$ cat config.mk
export PLATFORM = sky130hd
export DESIGN_NAME = pfetch_unit
export DESIGN_NICKNAME = d
export VERILOG_FILES = /design/src/rtl/pf_pkg.sv /design/src/rtl/pf_align_gate.sv /design/src/rtl/pf_fetch_fsm.sv /design/src/rtl/pf_parcel_store.sv /design/src/rtl/pfetch_unit.sv
export SDC_FILE = /design/constraint.sdc
export NUM_CORES = 1
export LEC_CHECK = 0
export BUFFER_PORTS_ARGS = -buffer_cell sky130_fd_sc_hd__buf_2
export CORE_UTILIZATION = 43
export DETAILED_ROUTE_END_ITERATION = 16
export HOLD_SLACK_MARGIN = 0.12
export PLACE_DENSITY = 0.79
export RECOVER_POWER = 100
export SYNTH_ARGS = -nofsm -noshare
export SYNTH_HDL_FRONTEND = slang
export SYNTH_SLANG_ARGS = --single-unit
export TNS_END_PERCENT = 1
$ cat constraint.sdc
create_clock -name clk -period 1.7 [get_ports clk]
set_input_delay 0.085 -clock clk [delete_from_list [all_inputs] [get_ports clk]]
set_output_delay 0.085 -clock clk [all_outputs]
set_load 0.03 [all_outputs]
$ cat src/rtl/pf_pkg.sv
package pf_pkg;

  typedef enum logic [2:0] {
    PF_IDLE     = 3'd0,
    PF_FETCH_LO = 3'd1,
    PF_FETCH_HI = 3'd2,
    PF_DONE     = 3'd3,
    PF_TRAP     = 3'd4
  } pf_state_e;

  localparam int unsigned PARCEL_W = 16;
  localparam int unsigned INSTR_W  = 32;
  localparam int unsigned SIZE_W   = 3;
  localparam int unsigned CAUSE_W  = 4;
  localparam logic [CAUSE_W-1:0] CAUSE_FETCH_MISALIGNED = '0;

  // A parcel opens a 32-bit instruction when its two low bits are both set.
  function automatic logic parcel_is_wide(input logic [PARCEL_W-1:0] p);
    return p[1:0] == 2'b11;
  endfunction

  // Alignment rule depends on whether 16-bit instructions are allowed.
  function automatic logic fetch_misaligned(input logic [1:0] low, input logic c_on);
    return c_on ? low[0] : (low != 2'b00);
  endfunction

  function automatic logic [SIZE_W-1:0] size_bytes(input logic wide);
    return wide ? SIZE_W'(4) : SIZE_W'(2);
  endfunction

endpackage

$ cat src/rtl/pf_align_gate.sv
module pf_align_gate #(
  parameter int unsigned ADDR_W = 16
) (
  input  logic [ADDR_W-1:0] pc,
  input  logic              c_en,
  output logic              misaligned
);
  import pf_pkg::*;

  always_comb misaligned = fetch_misaligned(pc[1:0], c_en);

endmodule

$ cat src/rtl/pf_fetch_fsm.sv
module pf_fetch_fsm (
  input  logic              clk,
  input  logic              rst_n,
  input  logic              start,
  input  logic              misaligned,
  input  logic              mem_ready,
  input  logic              lo_wide,
  output pf_pkg::pf_state_e state,
  output logic              start_acc,
  output logic              cap_lo,
  output logic              cap_hi
);
  import pf_pkg::*;

  pf_state_e nxt;

  always_comb begin
    nxt = state;
    unique case (state)
      PF_IDLE:     if (start) nxt = misaligned ? PF_TRAP : PF_FETCH_LO;
      PF_FETCH_LO: if (mem_ready) nxt = lo_wide ? PF_FETCH_HI : PF_DONE;
      PF_FETCH_HI: if (mem_ready) nxt = PF_DONE;
      PF_DONE:     nxt = PF_IDLE;
      PF_TRAP:     nxt = PF_IDLE;
      default:     nxt = PF_IDLE;
    endcase
  end

  always_ff @(posedge clk or negedge rst_n) begin
    if (!rst_n) state <= PF_IDLE;
    else        state <= nxt;
  end

  assign start_acc = start && (state == PF_IDLE);
  assign cap_lo    = (state == PF_FETCH_LO) && mem_ready;
  assign cap_hi    = (state == PF_FETCH_HI) && mem_ready;

endmodule

$ cat src/rtl/pf_parcel_store.sv
module pf_parcel_store #(
  parameter int unsigned ADDR_W = 16
) (
  input  logic                           clk,
  input  logic                           rst_n,
  input  logic                           cap_lo,
  input  logic                           cap_hi,
  input  logic                           force_wide,
  input  logic [pf_pkg::PARCEL_W-1:0]    rdata,
  input  logic [ADDR_W-1:0]              pc_base,
  output logic                           lo_wide,
  output logic [pf_pkg::INSTR_W-1:0]     instr,
  output logic [pf_pkg::SIZE_W-1:0]      size,
  output logic [ADDR_W-1:0]              next_pc
);
  import pf_pkg::*;

  localparam int unsigned SLOTS = INSTR_W / PARCEL_W;

  logic [SLOTS-1:0]    cap;
  logic [PARCEL_W-1:0] slot_q [SLOTS];
  logic                wide_q;

  assign cap     = {cap_hi, cap_lo};
  assign lo_wide = force_wide || parcel_is_wide(rdata);

  for (genvar g = 0; g < SLOTS; g++) begin : g_slot
    always_ff @(posedge clk or negedge rst_n) begin
      if (!rst_n)      slot_q[g] <= '0;
      else if (cap[g]) slot_q[g] <= rdata;
    end
  end

  always_ff @(posedge clk or negedge rst_n) begin
    if (!rst_n)      wide_q <= 1'b0;
    else if (cap_lo) wide_q <= lo_wide;
  end

  always_comb begin
    instr   = wide_q ? {slot_q[1], slot_q[0]} : {{PARCEL_W{1'b0}}, slot_q[0]};
    size    = size_bytes(wide_q);
    next_pc = pc_base + ADDR_W'(size);
  end

endmodule

$ cat src/rtl/pfetch_unit.sv
module pfetch_unit #(
  parameter int unsigned ADDR_W = 16
) (
  input  logic          clk,
  input  logic          rst_n,
  input  logic          start,
  input  logic [ADDR_W-1:0] pc,
  input  logic          c_en,
  output logic          mem_req,
  output logic [ADDR_W-1:0] mem_addr,
  input  logic [15:0]   mem_rdata,
  input  logic          mem_ready,
  output logic          done,
  output logic [31:0]   instr,
  output logic [2:0]    size,
  output logic [ADDR_W-1:0] next_pc,
  output logic          trap,
  output logic [3:0]    trap_cause,
  output logic [ADDR_W-1:0] trap_val
);
  import pf_pkg::*;

  localparam logic [ADDR_W-1:0] PARCEL_STEP = ADDR_W'(PARCEL_W / 8);

  pf_state_e         state;
  logic              start_acc;
  logic              start_mis;
  logic              cap_lo;
  logic              cap_hi;
  logic              lo_wide;
  logic [ADDR_W-1:0] pc_q;
  logic              c_q;

  pf_align_gate #(.ADDR_W(ADDR_W)) u_align (
    .pc         (pc),
    .c_en       (c_en),
    .misaligned (start_mis)
  );

  pf_fetch_fsm u_fsm (
    .clk        (clk),
    .rst_n      (rst_n),
    .start      (start),
    .misaligned (start_mis),
    .mem_ready  (mem_ready),
    .lo_wide    (lo_wide),
    .state      (state),
    .start_acc  (start_acc),
    .cap_lo     (cap_lo),
    .cap_hi     (cap_hi)
  );

  always_ff @(posedge clk or negedge rst_n) begin
    if (!rst_n) begin
      pc_q <= '0;
      c_q  <= 1'b0;
    end else if (start_acc) begin
      pc_q <= pc;
      c_q  <= c_en;
    end
  end

  pf_parcel_store #(.ADDR_W(ADDR_W)) u_store (
    .clk        (clk),
    .rst_n      (rst_n),
    .cap_lo     (cap_lo),
    .cap_hi     (cap_hi),
    .force_wide (!c_q),
    .rdata      (mem_rdata),
    .pc_base    (pc_q),
    .lo_wide    (lo_wide),
    .instr      (instr),
    .size       (size),
    .next_pc    (next_pc)
  );

  assign mem_req    = (state == PF_FETCH_LO) || (state == PF_FETCH_HI);
  assign mem_addr   = (state == PF_FETCH_HI) ? pc_q + PARCEL_STEP : pc_q;
  assign done       = (state == PF_DONE);
  assign trap       = (state == PF_TRAP);
  assign trap_cause = CAUSE_FETCH_MISALIGNED;
  assign trap_val   = pc_q;

endmodule

==> flow_summary.toml <==
[finish]
synthToLayoutAreaGrowth_pct = 50.9
final_core_utilization_pct = 66.8
seqCellArea_um2 = 1330
final.fill_count = 536
finalNetCount = 457
multi_input_area_um2 = 1640
drive_above_1_share_pct = 53.7
antenna_cells_inserted = 0

[sta]
max_clock_freq_ghz = 0.509
final.setup.worst_slack_ns = -0.264
final_min_period_over_clock_period_pct = 116
rsz0062_at_grt = "true"
timing.final.crit_period_ns = 1.96
fin_worst_skew_ns = 0.0114
final-max-slew-violation-count = 0
setup_viol_count_final = 30
hold_viol_final = 0
timing.hold.ws_ns = 0.512
max_slew.worst_pin.slew_ns = 1.18
slew_headroom_pct = 21.5

[logic_synthesis]
synth_edf_count = 0
seq_area_frac_synth_pct = 44.4
synth_cells = 255
share_of_synthesized_flip_flops_with_an_asynchronous_set_or_reset_pct = 100
yosysUniqueCellTypes = 35
avg_cell_area_syn_um2 = 11.7
warnings_synthesis = 0
post-synth-top-area-fraction_pct = 44.4
synth_top_cell_by_area = "sky130_fd_sc_hd__dfrtp_1"
ys_ff_latch = 53
synth_area_leaders = "sky130_fd_sc_hd__dfrtp_1 (44%), sky130_fd_sc_hd__mux2_2 (15%), sky130_fd_sc_hd__buf_4 (6.5%)"
post_synth_most_frequent_cells = "sky130_fd_sc_hd__dfrtp_1 (53), sky130_fd_sc_hd__mux2_2 (40), sky130_fd_sc_hd__buf_4 (26), sky130_fd_sc_hd__and2_1 (19), sky130_fd_sc_hd__xnor2_1 (19)"
mappedNetlistArea_um2 = 2990
most_frequent_cell_after_synthesis = "sky130_fd_sc_hd__dfrtp_1"
synth_flop_cell = "sky130_fd_sc_hd__dfrtp_1"

[drt]
ant_nets = 0
drtPass1Iterations = 4
dr.first_iter.drc_count = 80
drc_errors = 0
total_number_of_vias = 2428
drt-vias-per-instance = 4.89
postRouteWirelength_mm = 7.72
drt-wirelength-per-cell_um = 15.5

[run]
max-cap-violations = 0

[floorplan]
placementRows = 30
floorplan.core_area_um2 = 6760
die_area_um2 = 7290
initial_utilization_pct = 44.2
fp.dieW_um = 85.4
chipHeight_um = 85.4
top_level_ports = 127

[pwr]
share_clk_of_total_power_pct = 8.7
p_sw_mw = 5.06
sw_frac_of_total_pct = 49.2
internal-power_mw = 5.23
cellPowerDensity_nw_per_um2 = 2280
peakVddDrop_mv = 1.11
p_leak_nw = 2.11
seqPwrFrac_pct = 23.3
total_power_mw = 10.3
pwr-share-comb_pct = 68.1

[setup_path]
worstSetupEndpointType = "output pin"
crit_required_ns = 1.62
path_class = "flip-flop to output pin"
crit_path_max_fanout = 5
cp.arrival_ns = 1.88
crit_path_start_kind = "flip-flop"

[min_path]
worst_hold_path_type = "flip-flop to flip-flop"

[placed_design]
detailed_place_hpwl_mm = 5.26
gpl.final_weighted_congestion = 0.841
io_buffers = 121
dp_worst_setup_slack_ns = -0.0873

[clock_network]
cts_buffer_depth = 2
total_number_of_clock_tree_sinks = 53
worst_skew_pair.late_latency_ns = 0.30
clkSlewWorstSetupHoldPaths_ns = 0.10
cts-htree-levels = 2
cts.root.buffer_cell = "sky130_fd_sc_hd__clkbuf_8"
tritoncts = "done"
cts_buffers = 5

[run_status]
run_status = "complete, but fails checks"
violations_in_the_final_reports = "negative setup slack"

[global_routing]
grt_pass1_vias = 2624
grt_max_degree = 54
track_usage_pct = 21.6
grt_pass1_wl_mm = 12.3
initial_antenna_violation_count = 0
globalRoute.totalOverflow = 0
## cells by family (layout without fill, tap and decap cells)
| family | count (synthesis) | in the layout | synth area share [%] |
|---|---|---|---|
| simple gates | 74 | 74 | 14.8 |
| flops | 53 | 53 | 44.4 |
| mux | 50 | 50 | 20.1 |
| buf+inv | 39 | 197 | 9.46 |
| xor+xnor | 27 | 27 | 7.91 |
| compound gates | 7 | 7 | 1.30 |
| fa+ha+maj | 4 | 4 | 1.93 |
| other cells | 1 | 5 | 0.125 |
## cells in the final DEF (no fill, tap or decap), drive strengths merged, types with 3 or more instances in the layout
cell type	netlist	layout
a21oi	4	4
and2	20	20
buf	35	119
clkbuf	2	38
conb	1	5
dfrtp	53	53
dlygate4sd3	0	36
ha	3	3
mux2	50	50
nand2	16	16
nand3	10	10
nand4	6	6
nor2	7	7
nor3	3	3
xnor2	19	19
xor2	8	8
## path summary, 6_finish.rpt
check	slack, ns	to	start	depth (start not counted)
min reg2reg	0.51	u_store.slot_q[25]	u_store.slot_q[25]	1
min	0.51	u_store.slot_q[25]	u_store.slot_q[25]	1
max	-0.26	next_pc[15]	u_store.wide_q	8
max in group asynchronous	0.26	trap_val[1]	rst_n	3
max reg2reg	-0.01	u_store.slot_q[5]	u_fsm.state[1]	5
min in group asynchronous	0.64	u_store.slot_q[26]	rst_n	3
## layer usage
metal	GRT usage [%]	wire, um	share of wire [%]
met4	6.06	46	0.60
met5	0	0	0
met1	23.2	2960	38
met3	6.03	440	5.7
met2	41.3	4270	55
## critical path, stage by stage (launching register included)
cell and delay, ns:
sky130_fd_sc_hd__dfrtp_2 0.42, sky130_fd_sc_hd__inv_4 0.05, sky130_fd_sc_hd__ha_4 0.16, sky130_fd_sc_hd__fa_2 0.35, sky130_fd_sc_hd__and2_4 0.18, sky130_fd_sc_hd__nand2_4 0.09
sky130_fd_sc_hd__nor3_4 0.04, sky130_fd_sc_hd__xor2_2 0.15, sky130_fd_sc_hd__buf_6 0.15
## power by group through the flow
| stage | logic, mW | registers, mW | clock network (mW) |
|---|---|---|---|
| 2_1_floorplan | 4.49 | 2.80 | 0 |
| 4_1_cts | 6.96 | 2.37 | 0.921 |
| 3_5_place_dp | 6.43 | 2.39 | 0 |
| 5_1_grt | 7.37 | 2.47 | 0.987 |
| 3_3_place_gp | 6.35 | 2.35 | 0 |
| 6_report | 7.00 | 2.39 | 0.890 |
## sequential cells by signal (all words and copies together) (netlist names)
register,count
c_q,1
trap_val,16
u_fsm.state,3
u_store.slot_q,32
u_store.wide_q,1
## stage by stage
step | TNS [ns] | instance area [um^2] | cells
after CTS | -4.04 | 4530 | 497
after global routing | -8.19 | 4510 | 497
after global placement | 0 | 3880 | 452
after detailed placement | -0.151 | 3880 | 452
final | -4.01 | 4510 | 497
after floorplan | -1.20 | 3190 | 259
## cell type report
| type | instances | area share (%) |
|---|---|---|
| clock buffer | 6 | 1.83 |
| clock inverter | 2 | 0.832 |
| inverter | 2 | 0.222 |
| multi-input combinational | 167 | 36.4 |
| sequential | 53 | 29.6 |
| tap | 80 | 2.22 |
| timing repair buffer | 187 | 28.9 |
## timing repair
item,CTS,global route
hold endpoints to repair,104,0
setup buffers,1,0
resized for setup,50,16
hold buffers,36,0
endpoints found under the setup margin,27,34
cloned,0,0
pin swaps,9,3
No activity file was read; power rests on OpenSTA's default activity.
